File: config.mk
export PLATFORM = sky130hd
export DESIGN_NAME = ucode_ctrl
export DESIGN_NICKNAME = d
export VERILOG_FILES = /design/src/rtl/ucode_ctrl_pkg.sv /design/src/rtl/ucode_dispatch.sv /design/src/rtl/ucode_store.sv /design/src/rtl/ucode_seq.sv /design/src/rtl/ucode_decode.sv /design/src/rtl/ucode_ctrl.sv
export SDC_FILE = /design/constraint.sdc
export NUM_CORES = 1
export LEC_CHECK = 0
export ABC_AREA = 0
export BUFFER_PORTS_ARGS = -buffer_cell sky130_fd_sc_hd__buf_2
export CORE_MARGIN = 10
export CORE_UTILIZATION = 51
export CTS_CLUSTER_DIAMETER = 30
export DETAILED_ROUTE_END_ITERATION = 7
export PLACE_DENSITY = 0.87
export SETUP_SLACK_MARGIN = 0.1
export SYNTH_ARGS = -nofsm -noshare
export SYNTH_HDL_FRONTEND = slang
export SYNTH_HIERARCHICAL = 1
export SYNTH_SLANG_ARGS = --single-unit
File: constraint.sdc
create_clock -name clk -period 2.2 [get_ports clk]
set_clock_uncertainty 0.15 [all_clocks]
set_input_delay 0.11 -clock clk [delete_from_list [all_inputs] [get_ports clk]]
set_output_delay 0.11 -clock clk [all_outputs]
set_load 0.01 [all_outputs]
File: src/rtl/ucode_ctrl_pkg.sv
package ucode_ctrl_pkg;

  typedef enum logic [1:0] {ALU_ADD = 2'd0, ALU_SUB = 2'd1, ALU_FUNC = 2'd2, ALU_OR = 2'd3} aluFld_e;
  typedef enum logic {SRC1_PC = 1'b0, SRC1_RS = 1'b1} src1Fld_e;
  typedef enum logic [2:0] {
    SRC2_NONE = 3'd0, SRC2_FOUR = 3'd1, SRC2_RT = 3'd2,
    SRC2_EXTSHFT = 3'd3, SRC2_EXT = 3'd4, SRC2_EXT0 = 3'd5
  } src2Fld_e;
  typedef enum logic [1:0] {DST_NONE = 2'd0, DST_RD_ALU = 2'd1, DST_RT_ALU = 2'd2, DST_RT_MEM = 2'd3} destFld_e;
  typedef enum logic [1:0] {MEM_NONE = 2'd0, MEM_READ_PC = 2'd1, MEM_READ_ALU = 2'd2, MEM_WRITE_ALU = 2'd3} memFld_e;
  typedef enum logic [1:0] {PCW_NONE = 2'd0, PCW_ALU = 2'd1, PCW_COND = 2'd2, PCW_JUMP = 2'd3} pcwFld_e;
  // sequencing codes: the values themselves are the select encoding
  typedef enum logic [1:0] {SEQ_FETCH = 2'd0, SEQ_DISP1 = 2'd1, SEQ_DISP2 = 2'd2, SEQ_NEXT = 2'd3} seqFld_e;

  typedef struct packed {
    aluFld_e  alu;
    src1Fld_e src1;
    src2Fld_e src2;
    destFld_e dest;
    memFld_e  mem;
    pcwFld_e  pcw;
    seqFld_e  seq;
  } uinstr_t;

  typedef struct packed {
    logic [1:0] aluOp;
    logic       aluSelA;
    logic [1:0] aluSelB;
    logic       extOp;
    logic       regWrite;
    logic       regDst;
    logic       memToReg;
    logic       memRead;
    logic       memWrite;
    logic       iorD;
    logic       irWrite;
    logic       pcWrite;
    logic       pcWriteCond;
    logic [1:0] pcSource;
  } ctrlStrobes_t;

  localparam logic [5:0] OP_RTYPE = 6'b000000;
  localparam logic [5:0] OP_JMP   = 6'b000010;
  localparam logic [5:0] OP_BEQ   = 6'b000100;
  localparam logic [5:0] OP_ORI   = 6'b001101;
  localparam logic [5:0] OP_LW    = 6'b100011;
  localparam logic [5:0] OP_SW    = 6'b101011;

  localparam int UA_FETCH  = 0;
  localparam int UA_DECODE = 1;
  localparam int UA_MEMADR = 2;
  localparam int UA_LDRD   = 3;
  localparam int UA_LDWB   = 4;
  localparam int UA_STWR   = 5;
  localparam int UA_REXE   = 6;
  localparam int UA_RWB    = 7;
  localparam int UA_BRCH   = 8;
  localparam int UA_JUMP   = 9;
  localparam int UA_OREXE  = 10;
  localparam int UA_ORWB   = 11;

endpackage

File: src/rtl/ucode_dispatch.sv
module ucode_dispatch
  import ucode_ctrl_pkg::*;
#(
  parameter int OP_W  = 6,
  parameter int UPC_W = 4,
  parameter int TABLE = 1
) (
  input  logic [OP_W-1:0]  opcode,
  output logic [UPC_W-1:0] target
);

  localparam logic [UPC_W-1:0] MISS = '0;

  generate
    if (TABLE == 1) begin : g_tbl1
      always_comb begin
        case (opcode)
          OP_RTYPE: target = UPC_W'(UA_REXE);
          OP_JMP:   target = UPC_W'(UA_JUMP);
          OP_BEQ:   target = UPC_W'(UA_BRCH);
          OP_ORI:   target = UPC_W'(UA_OREXE);
          OP_LW,
          OP_SW:    target = UPC_W'(UA_MEMADR);
          default:  target = MISS;
        endcase
      end
    end else begin : g_tbl2
      always_comb begin
        case (opcode)
          OP_LW:   target = UPC_W'(UA_LDRD);
          OP_SW:   target = UPC_W'(UA_STWR);
          default: target = MISS;
        endcase
      end
    end
  endgenerate

endmodule

File: src/rtl/ucode_store.sv
module ucode_store
  import ucode_ctrl_pkg::*;
#(
  parameter int UPC_W = 4
) (
  input  logic [UPC_W-1:0] addr,
  output uinstr_t          word
);

  always_comb begin
    word = '0;
    case (int'(addr))
      UA_FETCH: begin
        word.alu = ALU_ADD;  word.src1 = SRC1_PC; word.src2 = SRC2_FOUR;
        word.mem = MEM_READ_PC; word.pcw = PCW_ALU; word.seq = SEQ_NEXT;
      end
      UA_DECODE: begin
        word.alu = ALU_ADD;  word.src1 = SRC1_PC; word.src2 = SRC2_EXTSHFT;
        word.seq = SEQ_DISP1;
      end
      UA_MEMADR: begin
        word.alu = ALU_ADD;  word.src1 = SRC1_RS; word.src2 = SRC2_EXT;
        word.seq = SEQ_DISP2;
      end
      UA_LDRD: begin
        word.mem = MEM_READ_ALU; word.seq = SEQ_NEXT;
      end
      UA_LDWB: begin
        word.dest = DST_RT_MEM; word.seq = SEQ_FETCH;
      end
      UA_STWR: begin
        word.mem = MEM_WRITE_ALU; word.seq = SEQ_FETCH;
      end
      UA_REXE: begin
        word.alu = ALU_FUNC; word.src1 = SRC1_RS; word.src2 = SRC2_RT;
        word.seq = SEQ_NEXT;
      end
      UA_RWB: begin
        word.dest = DST_RD_ALU; word.seq = SEQ_FETCH;
      end
      UA_BRCH: begin
        word.alu = ALU_SUB;  word.src1 = SRC1_RS; word.src2 = SRC2_RT;
        word.pcw = PCW_COND; word.seq = SEQ_FETCH;
      end
      UA_JUMP: begin
        word.pcw = PCW_JUMP; word.seq = SEQ_FETCH;
      end
      UA_OREXE: begin
        word.alu = ALU_OR;   word.src1 = SRC1_RS; word.src2 = SRC2_EXT0;
        word.seq = SEQ_NEXT;
      end
      UA_ORWB: begin
        word.dest = DST_RT_ALU; word.seq = SEQ_FETCH;
      end
      default: word = '0;
    endcase
  end

endmodule

File: src/rtl/ucode_seq.sv
module ucode_seq
  import ucode_ctrl_pkg::*;
#(
  parameter int OP_W  = 6,
  parameter int UPC_W = 4
) (
  input  logic             clk,
  input  logic             rst,
  input  logic [OP_W-1:0]  opcode,
  input  seqFld_e          addrCtl,
  output logic [UPC_W-1:0] upc
);

  logic [UPC_W-1:0] disp1Tgt;
  logic [UPC_W-1:0] disp2Tgt;
  logic [UPC_W-1:0] upcNext;

  ucode_dispatch #(.OP_W(OP_W), .UPC_W(UPC_W), .TABLE(1)) u_disp1 (
    .opcode (opcode),
    .target (disp1Tgt)
  );

  ucode_dispatch #(.OP_W(OP_W), .UPC_W(UPC_W), .TABLE(2)) u_disp2 (
    .opcode (opcode),
    .target (disp2Tgt)
  );

  always_comb begin
    case (addrCtl)
      SEQ_FETCH: upcNext = '0;
      SEQ_DISP1: upcNext = disp1Tgt;
      SEQ_DISP2: upcNext = disp2Tgt;
      default:   upcNext = upc + UPC_W'(1);
    endcase
  end

  always_ff @(posedge clk) begin
    if (rst) upc <= '0;
    else     upc <= upcNext;
  end


  disp2_land_chk: assert property (@(posedge clk) disable iff (rst)
    (addrCtl == SEQ_DISP2 && opcode == OP_LW) |=> (upc == UPC_W'(UA_LDRD)));


  disp1_miss_chk: assert property (@(posedge clk) disable iff (rst)
    (addrCtl == SEQ_DISP1 && opcode == 6'b111111) |=> (upc == '0));

endmodule

File: src/rtl/ucode_decode.sv
module ucode_decode
  import ucode_ctrl_pkg::*;
(
  input  uinstr_t      word,
  output ctrlStrobes_t strobes
);

  always_comb begin
    strobes = '0;
    strobes.aluOp   = word.alu;
    strobes.aluSelA = (word.src1 == SRC1_RS);

    case (word.src2)
      SRC2_FOUR:    begin strobes.aluSelB = 2'b00; strobes.extOp = 1'b0; end
      SRC2_RT:      begin strobes.aluSelB = 2'b01; strobes.extOp = 1'b0; end
      SRC2_EXTSHFT: begin strobes.aluSelB = 2'b10; strobes.extOp = 1'b1; end
      SRC2_EXT:     begin strobes.aluSelB = 2'b11; strobes.extOp = 1'b1; end
      SRC2_EXT0:    begin strobes.aluSelB = 2'b11; strobes.extOp = 1'b0; end
      default:      begin strobes.aluSelB = 2'b00; strobes.extOp = 1'b0; end
    endcase

    case (word.dest)
      DST_RD_ALU: begin strobes.regWrite = 1'b1; strobes.regDst = 1'b1; end
      DST_RT_ALU: begin strobes.regWrite = 1'b1; end
      DST_RT_MEM: begin strobes.regWrite = 1'b1; strobes.memToReg = 1'b1; end
      default: ;
    endcase

    case (word.mem)
      MEM_READ_PC:   begin strobes.memRead = 1'b1; strobes.irWrite = 1'b1; end
      MEM_READ_ALU:  begin strobes.memRead = 1'b1; strobes.iorD = 1'b1; end
      MEM_WRITE_ALU: begin strobes.memWrite = 1'b1; strobes.iorD = 1'b1; end
      default: ;
    endcase

    case (word.pcw)
      PCW_ALU:  begin strobes.pcWrite = 1'b1; strobes.pcSource = 2'b00; end
      PCW_COND: begin strobes.pcWriteCond = 1'b1; strobes.pcSource = 2'b01; end
      PCW_JUMP: begin strobes.pcWrite = 1'b1; strobes.pcSource = 2'b10; end
      default: ;
    endcase
  end

endmodule

File: src/rtl/ucode_ctrl.sv
module ucode_ctrl
  import ucode_ctrl_pkg::*;
#(
  parameter int OP_W  = 6,
  parameter int UPC_W = 4
) (
  input  logic            clk,
  input  logic            rst,
  input  logic [OP_W-1:0] opcode,
  output logic [1:0]      aluOp,
  output logic            aluSelA,
  output logic [1:0]      aluSelB,
  output logic            extOp,
  output logic            regWrite,
  output logic            regDst,
  output logic            memToReg,
  output logic            memRead,
  output logic            memWrite,
  output logic            iorD,
  output logic            irWrite,
  output logic            pcWrite,
  output logic            pcWriteCond,
  output logic [1:0]      pcSource
);

  logic [UPC_W-1:0] upc;
  uinstr_t          word;
  ctrlStrobes_t     strobes;

  ucode_seq #(.OP_W(OP_W), .UPC_W(UPC_W)) u_seq (
    .clk     (clk),
    .rst     (rst),
    .opcode  (opcode),
    .addrCtl (word.seq),
    .upc     (upc)
  );

  ucode_store #(.UPC_W(UPC_W)) u_store (
    .addr (upc),
    .word (word)
  );

  ucode_decode u_decode (
    .word    (word),
    .strobes (strobes)
  );

  assign aluOp       = strobes.aluOp;
  assign aluSelA     = strobes.aluSelA;
  assign aluSelB     = strobes.aluSelB;
  assign extOp       = strobes.extOp;
  assign regWrite    = strobes.regWrite;
  assign regDst      = strobes.regDst;
  assign memToReg    = strobes.memToReg;
  assign memRead     = strobes.memRead;
  assign memWrite    = strobes.memWrite;
  assign iorD        = strobes.iorD;
  assign irWrite     = strobes.irWrite;
  assign pcWrite     = strobes.pcWrite;
  assign pcWriteCond = strobes.pcWriteCond;
  assign pcSource    = strobes.pcSource;


  rst_fetch_chk: assert property (@(posedge clk) disable iff (rst)
    $fell(rst) |-> (irWrite && pcWrite && memRead));


  fetch_then_decode_chk: assert property (@(posedge clk) disable iff (rst)
    irWrite |=> (aluSelB == 2'b10 && extOp && !pcWrite && !irWrite));


  wb_returns_chk: assert property (@(posedge clk) disable iff (rst)
    regWrite |=> irWrite);


  branch_sub_chk: assert property (@(posedge clk) disable iff (rst)
    pcWriteCond |-> (aluOp == 2'b01 && pcSource == 2'b01 && !pcWrite));

endmodule

==> run metrics, run 1 <==
run status finished with violations; violated checks setup timing; Min-Delay Path Depth 4; asr flop ratio synth 0; largest net degree at the start of global routing 12; Reg2Reg Setup Slack 0.29 ns; Port Buffers 24; max cap viols 0; # rows 14; Power Dens Cells 1360 nW/um2; clk sinks 4; Top Registers u_seq/upc (4); Final WS setup -0.0484 ns; worst path cell trace or4b_4, o211ai_4, inv_2, ha_4, o41ai_2, buf_2; Worst Path Max Fanout 5; number of library cell types mapped by synthesis 47; share of cells above drive strength 1 0.474; cells on worst reg2reg path 7; clock-pin slew on the worst setup and hold paths 0.03 ns; most flop-heavy register u_seq/upc; H-Tree Depth 1; flop and latch count out of synthesis 4; Area Overhead vs Synth 28.3%; Post-synth EDFFs 0; First DRT Iteration DRCs 3; number of global-route vias before repair 770; dpl cells 145; Static Leak 0.537 nW; WL final 1.98 mm; Mapped Cells 109; FILL cells 124; routability cong. 0.746; Min Clock Period, post-route 2.25 ns; Diodes inserted 0; antenna viol nets, final 0; dpl cell area 952 um2; Vias 834; Final TNS setup -0.0484 ns; Die Area 3660 um2; Setup-failing EPs final 1; Synth top area share 0.0958; core area 1520 um2; area of the mapped netlist 836 um2; Yosys top cell by area dfxtp_1; first-pass GRT wire length 3.06 mm; CTS Root Buffer Type clkbuf_4; HP Start opcode[4]; total congestion overflow 0; die height 60.5 um; type of the most critical hold path primary input to flip-flop; Max stage delay on crit path 0.54 ns; worst r2r src u_seq/upc[2]; FF-to-FF End u_seq/upc[1]; design area 1070 um2; TritonCTS Buffers 3; Setup crit start kind flip-flop; sequential cell area fraction in the yosys report 0.0958; drt via density 5.45; first-pass iteration count of the detailed router 2; Syn Nets 122; CP Capture Type output port; DRC violations left 0; CP Class flip-flop to output port; Net count, final 152; Hold EP u_seq/upc[3]; Final HPWL DP 1.48 mm; Critical Path RT 1.94 ns; clk_lat worst skew 0.22 ns; synth top area cells dfxtp_1, ha_1, buf_4; syn avg cell area 7.67 um2; final hold violations 0; post-route clock period utilization 1.02; antenna violations before repair 0; GR Util All Layers 0.103; Hold Slack 0.0960 ns; post-DR wirelength/cell 12.9 um; starting density of the core 0.548; TritonCTS clock tree yes; fin cells 153; dpl ws 0.0171 ns; Ys Warns 6; Slew Viols, Final 0; peak supply drop 0.683 mV; max reg flops 4; Die Wd 60.5 um; RSZ-0062 raised after global routing yes; CP Data Arrival Time 1.99 ns; IO Pins 25; worst-case clock buffer depth 2; ys flop type dfxtp_1; FMAX 0.445 GHz; slowest stage cell, crit path or4b_4
-- synthesized netlist by cell type (2+ instances only) --
master	instances
a21oi_1	5
and2_1	2
nand2_1	5
nor3b_1	2
a211o_1	2
xor2_1	3
or2_2	2
nor3_1	4
inv_1	6
or2_1	2
ha_1	5
nor2b_1	3
nand2b_1	4
nand3_1	3
nand3b_1	4
mux2_4	2
nor2_1	11
buf_4	7
and2b_1	2
xnor2_1	3
dfxtp_1	4
a31oi_1	2
buf_6	2
-- where the power goes --
group	leakage, nW	total, mW	internal [mW]	switching [mW]
registers	0.0341	0.133	0.104	0.0284
logic	0.489	1.24	0.609	0.630
clock network	0.0138	0.0845	0.0606	0.0239
-- final cells by class --
type	instances	area, um2	area share
Multi-Input combinational cell	88	711	0.663
Clock buffer	3	22.5	0.0210
Inverter	6	22.5	0.0210
Sequential cell	4	83.8	0.0782
Timing Repair Buffer	36	213	0.198
Tap cell	16	20.0	0.0187
-- timing repair --
action,in CTS,in global routing
pin swaps,5,0
hold buffers,1,0
hold endpoints to repair,4,0
gates resized for setup,13,2
setup endpoints to repair,3,5
buffers inserted,4,0
-- worst max-delay path by stage --
stage,cells past startpoint,slack [ns],start,end
after global placement,6,0.09,u_seq/upc[1],aluSelB[0]
final,6,-0.05,u_seq/upc[1],aluSelB[0]
after detailed placement,6,0.02,u_seq/upc[1],aluSelB[0]
after floorplan,5,0.14,u_seq/upc[0],aluSelB[0]
after global routing,6,-0.12,u_seq/upc[2],aluSelB[0]
after CTS,6,-0.02,u_seq/upc[2],aluSelB[0]
-- per-stage QoR --
step            util  power (mW)
2_1_floorplan      -       0.972
3_3_place_gp   0.625        1.14
3_5_place_dp   0.625        1.19
4_1_cts        0.699        1.43
5_1_grt        0.704        1.59
6_report       0.704        1.46
-- cells by family after synthesis --
logic type / after synthesis / synth area share
adders and majority gates: 5 / 0.0749
DFF: 4 / 0.0958
AOI/OAI and AO/OA: 17 / 0.145
other: 1 / 0.00449
xor gates and xnor gates: 6 / 0.0629
buffers and inverters: 17 / 0.127
muxes: 3 / 0.0494
and+or+nand+nor: 56 / 0.440
-- placed cells by master, fill, tap and decap left out, types with 3 or more instances in the layout --
cell	synthesis	final
buf_2	1	24
a21oi_1	5	5
nand2_1	5	5
nand3_1	3	3
nor3_1	4	4
xnor2_1	3	3
nand2b_1	4	3
nor2b_1	3	3
inv_1	6	5
dfxtp_2	0	3
clkbuf_4	0	3
buf_4	7	11
nand3b_1	4	4
nor2_1	11	9
xor2_1	3	3
ha_1	5	4
-- worst max-delay path, delay by kind of cell (launching register included) --
family                     cells  cell delay (ns)
adders and majority gates      1             0.22
DFF                            1             0.33
buffers and inverters          2             0.26
and+or+nand+nor                1             0.54
AOI/OAI and AO/OA              2             0.41
-- routing by layer --
layer | share of wire | up-vias | track usage
met5 | 0 | - | 0
met4 | 0.011 | 0 | 0.0188
met3 | 0.10 | 2 | 0.0376
met2 | 0.51 | 24 | 0.204
met1 | 0.38 | 377 | 0.0995
li1 | - | 431 | -
Power figures use the tool's default switching activity.
==> inputs of run 2 (changes only) <==
ABC_CLOCK_PERIOD_IN_PS = 2200   (was default)
CORE_MARGIN = default   (was 10)
==> run metrics, run 2 (same netlist as run 1, synthesis figures left out) <==
Worst Path Max Fanout 4; first-pass iteration count of the detailed router 4; Hold Slack 0.0707 ns; routability cong. 0.713; max reg flops 4; post-route clock period utilization 1.02; Top Registers u_seq/upc (4); die height 42.5 um; # rows 14; CP Class flip-flop to output port; antenna viol nets, final 0; WL final 1.91 mm; Hold EP u_seq/upc[3]; post-DR wirelength/cell 12.5 um; clk sinks 4; Static Leak 0.535 nW; FF-to-FF End u_seq/upc[1]; cells on worst reg2reg path 6; Port Buffers 24; Die Area 1800 um2; fin cells 153; Reg2Reg Setup Slack 0.22 ns; CP Data Arrival Time 1.98 ns; Critical path buffers and inverters 2; worst r2r src u_seq/upc[2]; CP Capture Type output port; clk_lat worst skew 0.25 ns; slowest stage cell, crit path or4b_1; largest net degree at the start of global routing 12; worst-case clock buffer depth 2; TritonCTS clock tree yes; fin util 0.699; clock-pin slew on the worst setup and hold paths 0.03 ns; RSZ-0062 raised after global routing yes; TritonCTS Buffers 3; Min Clock Period, post-route 2.24 ns; Net count, final 152; Final WS setup -0.0361 ns; HP Start opcode[4]; first-pass GRT wire length 3.02 mm; Worst Setup SP u_seq/upc[1]; GR Util All Layers 0.220; share of cells above drive strength 1 0.467; commonest non-fill, non-tap cell in the layout buf_2; number of global-route vias before repair 732; core area 1520 um2; type of the most critical hold path primary input to flip-flop; final hold violations 0; dpl cells 144; Final HPWL DP 1.31 mm; most frequent cells in the layout buf_2, buf_4, nor2_1; Vias 869; DRC violations left 0; starting density of the core 0.548; CTS Root Buffer Type clkbuf_4; Power Dens Cells 1400 nW/um2; delay-heaviest family, CP simple AND/OR/NAND/NOR gates; peak supply drop 0.740 mV; FMAX 0.447 GHz; Area Overhead vs Synth 27.4%; First DRT Iteration DRCs 8; Setup crit start kind flip-flop; IO Pins 25; Max stage delay on crit path 0.53 ns; antenna violations before repair 0; Setup-failing EPs final 1; drt via density 5.68; total congestion overflow 0; H-Tree Depth 1; max cap viols 0; Die Wd 42.5 um; most flop-heavy register u_seq/upc; run status finished with violations; Diodes inserted 0; violated checks setup timing; worst path cell trace or4b_1, o211ai_2, inv_2, ha_4, o41ai_2, buf_2; Min-Delay Path Depth 4; Slew Viols, Final 0; Critical Path RT 1.94 ns
## run 2: timing repair
action	in CTS	in global routing
resized for setup	9	5
endpoints found under the hold margin	4	0
pin swaps	4	3
buffers inserted	2	3
setup endpoints to repair	3	4
hold buffers	1	0
## run 2: layout make-up
class                           count  area, um2
Timing Repair Buffer               36        220
Fill cell                         136        459
Multi-Input combinational cell     88        694
Inverter                            6       22.5
Clock buffer                        3       22.5
Tap cell                           16       20.0
Sequential cell                     4       85.1
## run 2: stage by stage
step           setup WS (ns)  power [mW]  instance area [um2]  TNS [ns]
6_report             -0.0361        1.49                 1060   -0.0361
5_1_grt               -0.105        1.62                 1060    -0.172
4_1_cts              -0.0391        1.37                 1020   -0.0391
3_5_place_dp          0.0388        1.18                  945         0
3_3_place_gp          0.0998        1.12                  945         0
2_1_floorplan          0.144       0.972                  843         0
## run 2: routing by layer
metal	wire length (um)	global-route usage	vias to the layer above	share of wire
met1	757	0.239	392	0.40
met2	1020	0.400	40	0.54
met5	0	0	-	0
li1	-	-	433	-
met3	96	0.0517	4	0.050
met4	30	0.0938	0	0.016
## run 2: power breakdown
group,switching [mW],internal [mW]
registers,0.0310,0.106
logic,0.634,0.620
clock network,0.0362,0.0614
total,0.701,0.787
## run 2: worst register-to-register path, delay by kind of cell, from the launching register on
family	cells	cell delay, ns
simple gates	2	0.15
compound gates	2	0.61
buf+inv	1	0.21
flops	1	0.40
mux	1	0.34
## run 2: worst max path at each step
stage	to	slack [ns]	cells after the start
after global placement	aluSelB[0]	0.1	6
final	aluSelB[0]	-0.04	6
after global routing	aluSelB[0]	-0.11	7
after floorplan	aluSelB[0]	0.14	5
after detailed placement	aluSelB[0]	0.04	7
after CTS	aluSelB[0]	-0.04	6
